$ cat config.mk
export PLATFORM = sky130hd
export DESIGN_NAME = rx_flow_hyst
export DESIGN_NICKNAME = d
export VERILOG_FILES = /design/src/rtl/rxfc_pkg.sv /design/src/rtl/rxfc_trig_lookup.sv /design/src/rtl/rxfc_thresh_sel.sv /design/src/rtl/rxfc_pin_ctl.sv /design/src/rtl/rx_flow_hyst.sv
export SDC_FILE = /design/constraint.sdc
export NUM_CORES = 1
export LEC_CHECK = 0
export CAP_MARGIN = 20
export CORE_ASPECT_RATIO = 1.5
export CORE_MARGIN = 3
export CORE_UTILIZATION = 50
export DETAILED_ROUTE_END_ITERATION = 7
export PLACE_DENSITY = 0.82
export SLEW_MARGIN = 20
export SYNTH_ARGS = -nofsm -noshare
export SYNTH_HDL_FRONTEND = slang
export SYNTH_SLANG_ARGS = --single-unit
$ cat constraint.sdc
create_clock -name clk -period 3 [get_ports clk]
set_clock_uncertainty 0.15 [all_clocks]
set_input_delay 0.45 -clock clk [delete_from_list [all_inputs] [get_ports clk]]
set_output_delay 0.45 -clock clk [all_outputs]
set_load 0.05 [all_outputs]
$ cat src/rtl/rxfc_pkg.sv
package rxfc_pkg;

  typedef enum logic [1:0] {
    TBL_A = 2'd0,
    TBL_B = 2'd1,
    TBL_C = 2'd2,
    TBL_D = 2'd3
  } rxfc_tbl_e;

  localparam int unsigned LEVELS_PER_TBL = 4;

  // Trigger level for a table and an ascending index
  function automatic int unsigned trig_level(input logic [1:0] tbl, input int unsigned idx);
    int unsigned lv;
    lv = 0;
    case (tbl)
      TBL_A: case (idx) 0: lv = 1;  1: lv = 4;  2: lv = 8;  default: lv = 14; endcase
      TBL_B: case (idx) 0: lv = 8;  1: lv = 16; 2: lv = 24; default: lv = 28; endcase
      TBL_C: case (idx) 0: lv = 8;  1: lv = 16; 2: lv = 56; default: lv = 60; endcase
      default: case (idx) 0: lv = 8;  1: lv = 16; 2: lv = 32; default: lv = 56; endcase
    endcase
    return lv;
  endfunction

endpackage

$ cat src/rtl/rxfc_trig_lookup.sv
module rxfc_trig_lookup #(
  parameter int unsigned FIFO_DEPTH = 64,
  parameter int unsigned CNT_W      = $clog2(FIFO_DEPTH + 1)
) (
  input  logic [1:0]       tbl_sel,
  input  logic [1:0]       trig_sel,
  output logic [CNT_W-1:0] trig_lvl,
  output logic [CNT_W-1:0] above_lvl,
  output logic [CNT_W-1:0] below_lvl
);
  localparam int unsigned NLV = rxfc_pkg::LEVELS_PER_TBL;

  logic [CNT_W-1:0] lv [NLV];

  for (genvar i = 0; i < NLV; i++) begin : g_lv
    assign lv[i] = CNT_W'(rxfc_pkg::trig_level(tbl_sel, i));
  end

  always_comb begin
    trig_lvl  = lv[trig_sel];
    above_lvl = (trig_sel == 2'(NLV - 1)) ? CNT_W'(FIFO_DEPTH) : lv[trig_sel + 2'd1];
    below_lvl = (trig_sel == 2'd0) ? '0 : lv[trig_sel - 2'd1];
  end
endmodule

$ cat src/rtl/rxfc_thresh_sel.sv
module rxfc_thresh_sel #(
  parameter int unsigned FIFO_DEPTH = 64,
  parameter int unsigned CNT_W      = $clog2(FIFO_DEPTH + 1),
  parameter int unsigned CODE_W     = 4,
  parameter int unsigned HYST_STEP  = 4
) (
  input  logic [1:0]        tbl_sel,
  input  logic [CODE_W-1:0] hyst_code,
  input  logic [CNT_W-1:0]  trig_lvl,
  input  logic [CNT_W-1:0]  above_lvl,
  input  logic [CNT_W-1:0]  below_lvl,
  output logic [CNT_W-1:0]  deas_lvl,
  output logic [CNT_W-1:0]  reas_lvl
);
  localparam int unsigned SW = CNT_W + CODE_W + 8;

  logic [SW-1:0] span, up, trig_w;
  logic          use_hyst;

  always_comb begin
    use_hyst = (tbl_sel == rxfc_pkg::TBL_D) && (hyst_code != '0);
    trig_w   = SW'(trig_lvl);
    span     = SW'(hyst_code) * SW'(HYST_STEP);
    up       = trig_w + span;
    if (use_hyst) begin
      deas_lvl = (up > SW'(FIFO_DEPTH)) ? CNT_W'(FIFO_DEPTH) : up[CNT_W-1:0];
      reas_lvl = (trig_w > span) ? CNT_W'(trig_w - span) : '0;
    end else begin
      deas_lvl = above_lvl;
      reas_lvl = below_lvl;
    end
  end
endmodule

$ cat src/rtl/rxfc_pin_ctl.sv
module rxfc_pin_ctl #(
  parameter int unsigned CNT_W = 7
) (
  input  logic             clk,
  input  logic             rst,
  input  logic [CNT_W-1:0] fifo_count,
  input  logic [CNT_W-1:0] deas_lvl,
  input  logic [CNT_W-1:0] reas_lvl,
  input  logic             auto_en,
  input  logic             sw_rts,
  output logic             rts_n
);
  always_ff @(posedge clk) begin
    if (rst) begin
      rts_n <= 1'b1;
    end else if (!auto_en) begin
      rts_n <= ~sw_rts;
    end else if (fifo_count >= deas_lvl) begin
      rts_n <= 1'b1;
    end else if (fifo_count <= reas_lvl) begin
      rts_n <= 1'b0;
    end
  end
endmodule

$ cat src/rtl/rx_flow_hyst.sv
module rx_flow_hyst #(
  parameter int unsigned FIFO_DEPTH = 64,
  parameter int unsigned CODE_W     = 4,
  parameter int unsigned HYST_STEP  = 4,
  parameter int unsigned CNT_W      = $clog2(FIFO_DEPTH + 1)
) (
  input  logic              clk,
  input  logic              rst,
  input  logic [CNT_W-1:0]  fifo_count,
  input  logic [1:0]        tbl_sel,
  input  logic [1:0]        trig_sel,
  input  logic [CODE_W-1:0] hyst_code,
  input  logic              auto_en,
  input  logic              sw_rts,
  output logic              rts_n,
  output logic [CNT_W-1:0]  deassert_lvl,
  output logic [CNT_W-1:0]  reassert_lvl
);
  logic [CNT_W-1:0] trig_lvl, above_lvl, below_lvl;
  logic [CNT_W-1:0] deas_nxt, reas_nxt;

  rxfc_trig_lookup #(.FIFO_DEPTH(FIFO_DEPTH), .CNT_W(CNT_W)) u_lookup (
    .tbl_sel  (tbl_sel),
    .trig_sel (trig_sel),
    .trig_lvl (trig_lvl),
    .above_lvl(above_lvl),
    .below_lvl(below_lvl)
  );

  rxfc_thresh_sel #(
    .FIFO_DEPTH(FIFO_DEPTH), .CNT_W(CNT_W), .CODE_W(CODE_W), .HYST_STEP(HYST_STEP)
  ) u_thresh (
    .tbl_sel  (tbl_sel),
    .hyst_code(hyst_code),
    .trig_lvl (trig_lvl),
    .above_lvl(above_lvl),
    .below_lvl(below_lvl),
    .deas_lvl (deas_nxt),
    .reas_lvl (reas_nxt)
  );

  always_ff @(posedge clk) begin
    if (rst) begin
      deassert_lvl <= '0;
      reassert_lvl <= '0;
    end else begin
      deassert_lvl <= deas_nxt;
      reassert_lvl <= reas_nxt;
    end
  end

  rxfc_pin_ctl #(.CNT_W(CNT_W)) u_pin (
    .clk       (clk),
    .rst       (rst),
    .fifo_count(fifo_count),
    .deas_lvl  (deassert_lvl),
    .reas_lvl  (reassert_lvl),
    .auto_en   (auto_en),
    .sw_rts    (sw_rts),
    .rts_n     (rts_n)
  );
endmodule

==> results of run 1 <==
## critical path, delay by kind of cell
kind	cells	cell delay, ns
AND/OR/NAND/NOR	3	0.35
AO/OA/AOI/OAI	4	0.53
multiplexers	1	0.22
adder cells (fa/ha/maj)	2	0.57
buffers and inverters	4	0.65
## cells in the final DEF (no fill, tap or decap), types with 2 or more instances in the layout
cell / n
a21o_1: 3
a21oi_1: 15
a21oi_2: 2
a22oi_1: 2
a311oi_1: 2
a31oi_1: 2
a32oi_1: 2
buf_4: 27
clkbuf_8: 3
clkdlybuf4s50_1: 31
dfxtp_1: 15
dlygate4sd2_1: 2
fa_1: 2
ha_1: 29
inv_1: 27
nand2_1: 9
nand2b_1: 3
nand3_1: 3
nand3b_1: 2
nand4_1: 3
nor2_1: 19
nor2b_1: 2
nor3_1: 5
nor3_2: 2
o211ai_1: 2
o21ai_0: 6
o22ai_1: 2
or3_1: 2
xnor2_1: 4
xor2_1: 2
## metal layers
layer / track usage (%) / up-vias
met3: 3.25 / 20
met1: 21.1 / 755
met4: 14.1 / 0
met5: 0 / -
li1: - / 795
met2: 47.2 / 75
## worst max-delay path by stage
| stage | end | depth (start not counted) | slack, ns | startpoint |
|---|---|---|---|---|
| 5_1_grt | deassert_lvl[1]$_SDFF_PP0_ | 14 | 0.02 | tbl_sel[1] |
| 2_1_floorplan | deassert_lvl[0]$_SDFF_PP0_ | 12 | 0.36 | tbl_sel[0] |
| 3_5_place_dp | deassert_lvl[4]$_SDFF_PP0_ | 13 | -0.38 | tbl_sel[1] |
| 3_3_place_gp | deassert_lvl[4]$_SDFF_PP0_ | 13 | -0.30 | tbl_sel[0] |
| 6_report | deassert_lvl[0]$_SDFF_PP0_ | 14 | 0.20 | tbl_sel[1] |
| 4_1_cts | deassert_lvl[0]$_SDFF_PP0_ | 14 | 0.25 | tbl_sel[1] |
## report_power, final
part / switching [uW] / leakage, uW / internal (uW)
registers: 5.95 / 0.000123 / 211
clock network: 62.1 / 0.0000228 / 93.8
logic: 197 / 0.000801 / 160
## cell families (layout without fill, tap and decap cells)
logic type / Yosys count / count (layout) / share of synthesized area, %
xor+xnor: 6 / 6 / 3.46
mux: 1 / 1 / 0.660
fa+ha+maj: 31 / 31 / 26.5
simple gates: 56 / 56 / 18.3
flops: 15 / 15 / 19.8
buf+inv: 34 / 91 / 9.32
compound gates: 50 / 50 / 21.9
## per-stage QoR
| stage | total power [uW] | worst slack (ns) | area (um^2) | TNS, ns | hold WS, ns |
|---|---|---|---|---|---|
| detailed placement | 563 | -0.379 | 2050 | -4.17 | 0.415 |
| floorplan | 425 | 0.364 | 1520 | 0 | 0.394 |
| finish | 731 | 0.203 | 2130 | 0 | 0.420 |
| CTS | 731 | 0.252 | 2130 | 0 | 0.422 |
| global route | 773 | 0.0152 | 2130 | 0 | 0.450 |
| global placement | 552 | -0.298 | 2050 | -2.67 | 0.394 |
## repair_timing
action	in CTS	in global routing
buffers inserted	1	0
resized for setup	8	0
endpoints found under the hold margin	0	0
setup endpoints to repair	11	0
## state kept, by name, indices dropped and copies added, names as in the netlist
name          cells
deassert_lvl      7
reassert_lvl      7
u_pin.rts_n       1
## cell type report
type,count,share of cell area [%]
Multi-Input combinational cell,144,51.9
Timing Repair Buffer,60,24.9
Sequential cell,15,14.1
Inverter,27,4.76
Tap cell,37,2.18
Clock buffer,4,2.12
==> run metrics, run 1 <==
run status finished, final reports clean; area share of the largest cell type after synthesis 23.9%; clk buf depth 2; r2r setup slk 1.34 ns; Top Metal Used met4; Post-Syn Area per Cell 7.86 um^2; CTS Buf Count 3; Seq cells post-synth 15; CTS Hold Buffers Added 0; Slew @ Worst Pin 0.505 ns; DR iter-0 viols 47; placed cell count 282; number of synthesized flops with an enable pin 0; footprint of the multi-input gates 0.00110 mm^2; hold path depth 3; Hold Fails Final Rpt 0; Worst Hold Class flop to flop; Core Util, Final 76.2%; largest net degree at the start of global routing 17; met2 WL post-DR 2270 um; DIE WIDTH 51.0 um; Lkg Pwr 0.000946 uW; HPWL after DPL 3430 um; Setup-failing EPs final 0; post-route ant nets 0; initial antenna violation count 0; Net Count, Synth 243; fin crit period 2.80 ns; filler cell count 208; critical path's slowest cell ha_1; vias in the first global route 1664; met3 WL post-DR 213 um; most common cell in the netlist ha_1; CP Max Fanout 6; Final Slew Violations 0; Yosys top cell by area ha_1; Post-Syn Instances 193; DR WL/cell 14.4 um; layout cells sized above 1 15.6%; register area share after synthesis 19.8%; Die ar. 0.00375 mm^2; ys flop type dfxtp_1; Avg Vias per Cell 5.73; wl on met1 1440 um; Max Cap Violations 0; PwrDens 343 mW/mm^2; critical path required time 2.98 ns; Finished Layout Cells 287; Pre-antenna DRT Iters 4; mapped cell area 0.00152 mm^2; WL final 4130 um; first-pass GRT wire length 6740 um; clock slew at reported path FFs 0.06 ns; global route overflow 0; RSZ-0062 raised after global routing no; Starting Density 54.4%; Setup crit start kind input pin; CP endpoint kind flop; top post-synthesis cells by area ha_1 (24%), dfxtp_1 (20%), inv_1 (6.7%), a21oi_1 (5.6%), nor2_1 (4.7%); HP Start u_pin.rts_n$_SDFFE_PP1P_; GRT Total Usage 23.5%; CP arrival 2.78 ns; routability congestion estimate 0.947; fin crit share 93.2%; FF-to-FF path depth 7; Crit path largest cell delay 0.30 ns; Sink Count 15; Max Fclk 357 MHz; share of flip-flops with an asynchronous set or reset 0%; Reg area 300 um^2; Peak supply drop 0.184 mV; H-tree levels 1; Crit Path Category input pin to flop; Synth cell types 47; via count 1645; root buf cell clkbuf_8; Hold Path Sink u_pin.rts_n$_SDFFE_PP1P_; CP cell instances dlygate4sd2_1, inv_1, ha_1, nor2b_1, a21oi_1, mux2i_1, ha_1, buf_4, nand2b_1, a21oi_2, buf_4, nor2_1, a32oi_1, a21oi_1; worst-skew pair later-pin latency 0.24 ns; height of the die 73.5 um; Rel. slew slack 66.2%; Antenna diodes 0; YS warnings 0; DRC Markers 0; Synth top cells by count ha_1 (29), inv_1 (27), nor2_1 (19); FF-to-FF Start deassert_lvl[6]$_SDFF_PP0_; number of port buffers 33; CTS tree done; num rows 23; Worst R2R End u_pin.rts_n$_SDFFE_PP1P_; core area 0.00279 mm^2; I/O Pins 34; Area Growth Syn to Fin 40.2%; Nets 301
(Power assumes the default switching activity.)
==> run 2, diff against run 1 <==
--- a/config.mk
+++ b/config.mk
@@ -9,6 +9,7 @@
 export CORE_ASPECT_RATIO = 1.5
 export CORE_MARGIN = 3
 export CORE_UTILIZATION = 50
+export CTS_CLUSTER_DIAMETER = 200
 export DETAILED_ROUTE_END_ITERATION = 7
 export PLACE_DENSITY = 0.82
 export SLEW_MARGIN = 20
==> results of run 2 <==
The final DEF is identical to that of run 1; final timing and power are the same.
==> run 3, diff against run 2 <==
--- a/config.mk
+++ b/config.mk
@@ -11,8 +11,9 @@
 export CORE_UTILIZATION = 50
 export CTS_CLUSTER_DIAMETER = 200
 export DETAILED_ROUTE_END_ITERATION = 7
-export PLACE_DENSITY = 0.82
+export PLACE_DENSITY = 0.81
 export SLEW_MARGIN = 20
 export SYNTH_ARGS = -nofsm -noshare
 export SYNTH_HDL_FRONTEND = slang
+export SYNTH_HIERARCHICAL = 1
 export SYNTH_SLANG_ARGS = --single-unit
==> run metrics, run 3 <==
Peak supply drop 0.195 mV; post-route ant nets 0; Nets 327; top post-synthesis cells by area ha_1 (20%), dfxtp_1 (17%), inv_1 (5.9%), a22o_1 (5.6%), nor2b_2 (5.1%); Post-Syn Area per Cell 8.25 um^2; Final Slew Violations 0; CTS Buf Count 3; number of synthesized flops with an enable pin 0; Placed Area 0.00228 mm^2; routability congestion estimate 0.840; Hold Fails Final Rpt 0; vias in the first global route 1777; Starting Density 53.5%; Synth cell types 49; H-tree levels 1; height of the die 77.9 um; Slew @ Worst Pin 0.506 ns; Lkg Pwr 0.00110 uW; clock slew at reported path FFs 0.05 ns; Die ar. 0.00420 mm^2; YS warnings 6; Max Cap Violations 0; num rows 25; critical path's slowest cell fa_2; Top Family by Delay on Critical Path compound AO/OA/AOI/OAI gates; number of port buffers 33; worst-skew pair later-pin latency 0.24 ns; register area share after synthesis 17.4%; grt met3 use 4.41%; share of flip-flops with an asynchronous set or reset 0%; Worst Hold Class flop to flop; CP endpoint kind flop; root buf cell clkbuf_8; critical path required time 3.03 ns; Area Growth Syn to Fin 43.6%; Rel. slew slack 66.2%; I/O Pins 34; CP arrival 2.91 ns; WL final 4600 um; Crit path largest cell delay 0.38 ns; Antenna diodes 0; DIE WIDTH 53.9 um; Core Util, Final 76.9%; Max Fclk 347 MHz; Sink Count 15; ys flop type dfxtp_1; Setup crit start kind input pin; most frequent cells in the layout buf_4 (37), clkdlybuf4s50_1 (29), inv_1 (25); GRT Total Usage 23.9%; DR iter-0 viols 34; first-pass GRT wire length 7440 um; Finished Layout Cells 317; Post-Syn Instances 209; DRC Markers 0; via count 1724; largest net degree at the start of global routing 16; HPWL after DPL 3620 um; area share of the largest cell type after synthesis 20.3%; Pre-antenna DRT Iters 4; placed cell count 306; clk buf depth 2; run status finished, final reports clean; CP Max Fanout 6; Yosys top cell by area ha_1; Avg Vias per Cell 5.44; Crit Path Category input pin to flop; mapped cell area 0.00172 mm^2; filler cell count 254; CTS Hold Buffers Added 0; CTS tree done; DR WL/cell 14.5 um; Synth top cells by count ha_1 (28), inv_1 (27), nor2_1 (22); Top Usage Layer GRT met2; Buf/Inv on CP 3; biggest regs deassert_lvl (7), reassert_lvl (7), u_pin/rts_n (1); most common cell after layout, fill and taps aside buf_4; Pwr Total 820 uW; layout cells sized above 1 28.5%; initial antenna violation count 0; fin crit share 95.9%; Post-Layout Inst Area 0.00248 mm^2; global route overflow 0; PwrDens 331 mW/mm^2; fin crit period 2.88 ns; CP cell instances clkdlybuf4s15_1, inv_2, ha_4, nor2_2, o22a_2, buf_4, fa_2, xnor2_2, nor3_4, a21oi_2, o32ai_4, a22o_1, nor2b_2; Seq cells post-synth 15; most common cell in the netlist ha_1; core area 0.00322 mm^2; GR Layer Usage met2 45.8%; Setup-failing EPs final 0; GRT met1 Usage 21.2%
## run 3: worst paths after layout
kind	slack, ns	to	from	cells past startpoint
max	0.12	deassert_lvl[1]$_SDFF_PP0_	tbl_sel[1]	13
min	0.55	u_pin/rts_n$_SDFFE_PP1P_	u_pin/rts_n$_SDFFE_PP1P_	3
max reg2reg	1.38	u_pin/rts_n$_SDFFE_PP1P_	reassert_lvl[4]$_SDFF_PP0_	6
min reg2reg	0.55	u_pin/rts_n$_SDFFE_PP1P_	u_pin/rts_n$_SDFFE_PP1P_	3
## run 3: worst register-to-register path: cells and delay by family (launching register included)
family / cells / cell delay [ns]
AO/OA/AOI/OAI: 3 / 0.50
flip-flops: 1 / 0.34
adder cells (fa/ha/maj): 1 / 0.29
AND/OR/NAND/NOR: 1 / 0.17
buffers and inverters: 1 / 0.06
## run 3: area by class of cell
cell class                 count  area (um^2)  area share (%)
clock buffer                   4         45.0            1.82
tap                           40         50.0            2.02
timing repair buffer          70          608            24.6
inverter                      27          101            4.09
multi-input combinational    161         1370            55.4
sequential                    15          300            12.1
## run 3: logic make-up (layout without fill, tap and decap cells)
group / after synthesis / after routing / share of synthesized area (%)
AOI/OAI and AO/OA: 46 / 46 / 20.9
xor gates and xnor gates: 3 / 3 / 1.96
adders and majority gates: 30 / 30 / 22.6
buffers and inverters: 34 / 101 / 9.22
DFF: 15 / 15 / 17.4
muxes: 1 / 1 / 0.581
other: 1 / 2 / 0.217
and+or+nand+nor: 79 / 79 / 27.1
## run 3: timing repair
| action | CTS | global route |
|---|---|---|
| gates resized for setup | 20 | 11 |
| pin swaps | 10 | 8 |
| endpoints found under the setup margin | 13 | 12 |
| buffers inserted | 5 | 2 |
## run 3: metal layers
layer,up-vias,part of all wire [%]
met5,-,0
met4,0,4.6
met3,20,3.7
met2,52,56
met1,791,35
li1,861,-
## run 3: power by group
group / leakage [uW] / internal (uW) / switching (uW)
clock network: 0.0000228 / 93.7 / 59.4
logic: 0.000950 / 216 / 231
registers: 0.000123 / 213 / 7.33
total: 0.00110 / 523 / 297
## run 3: metrics by stage
stage / setup slack [ns] / hold WS, ns / setup TNS (ns)
2_1_floorplan: 0.129 / 0.372 / 0
3_3_place_gp: -0.477 / 0.494 / -5.71
3_5_place_dp: -0.563 / 0.542 / -6.80
4_1_cts: 0.0198 / 0.561 / 0
5_1_grt: -0.00862 / 0.581 / -0.00862
6_report: 0.122 / 0.555 / 0
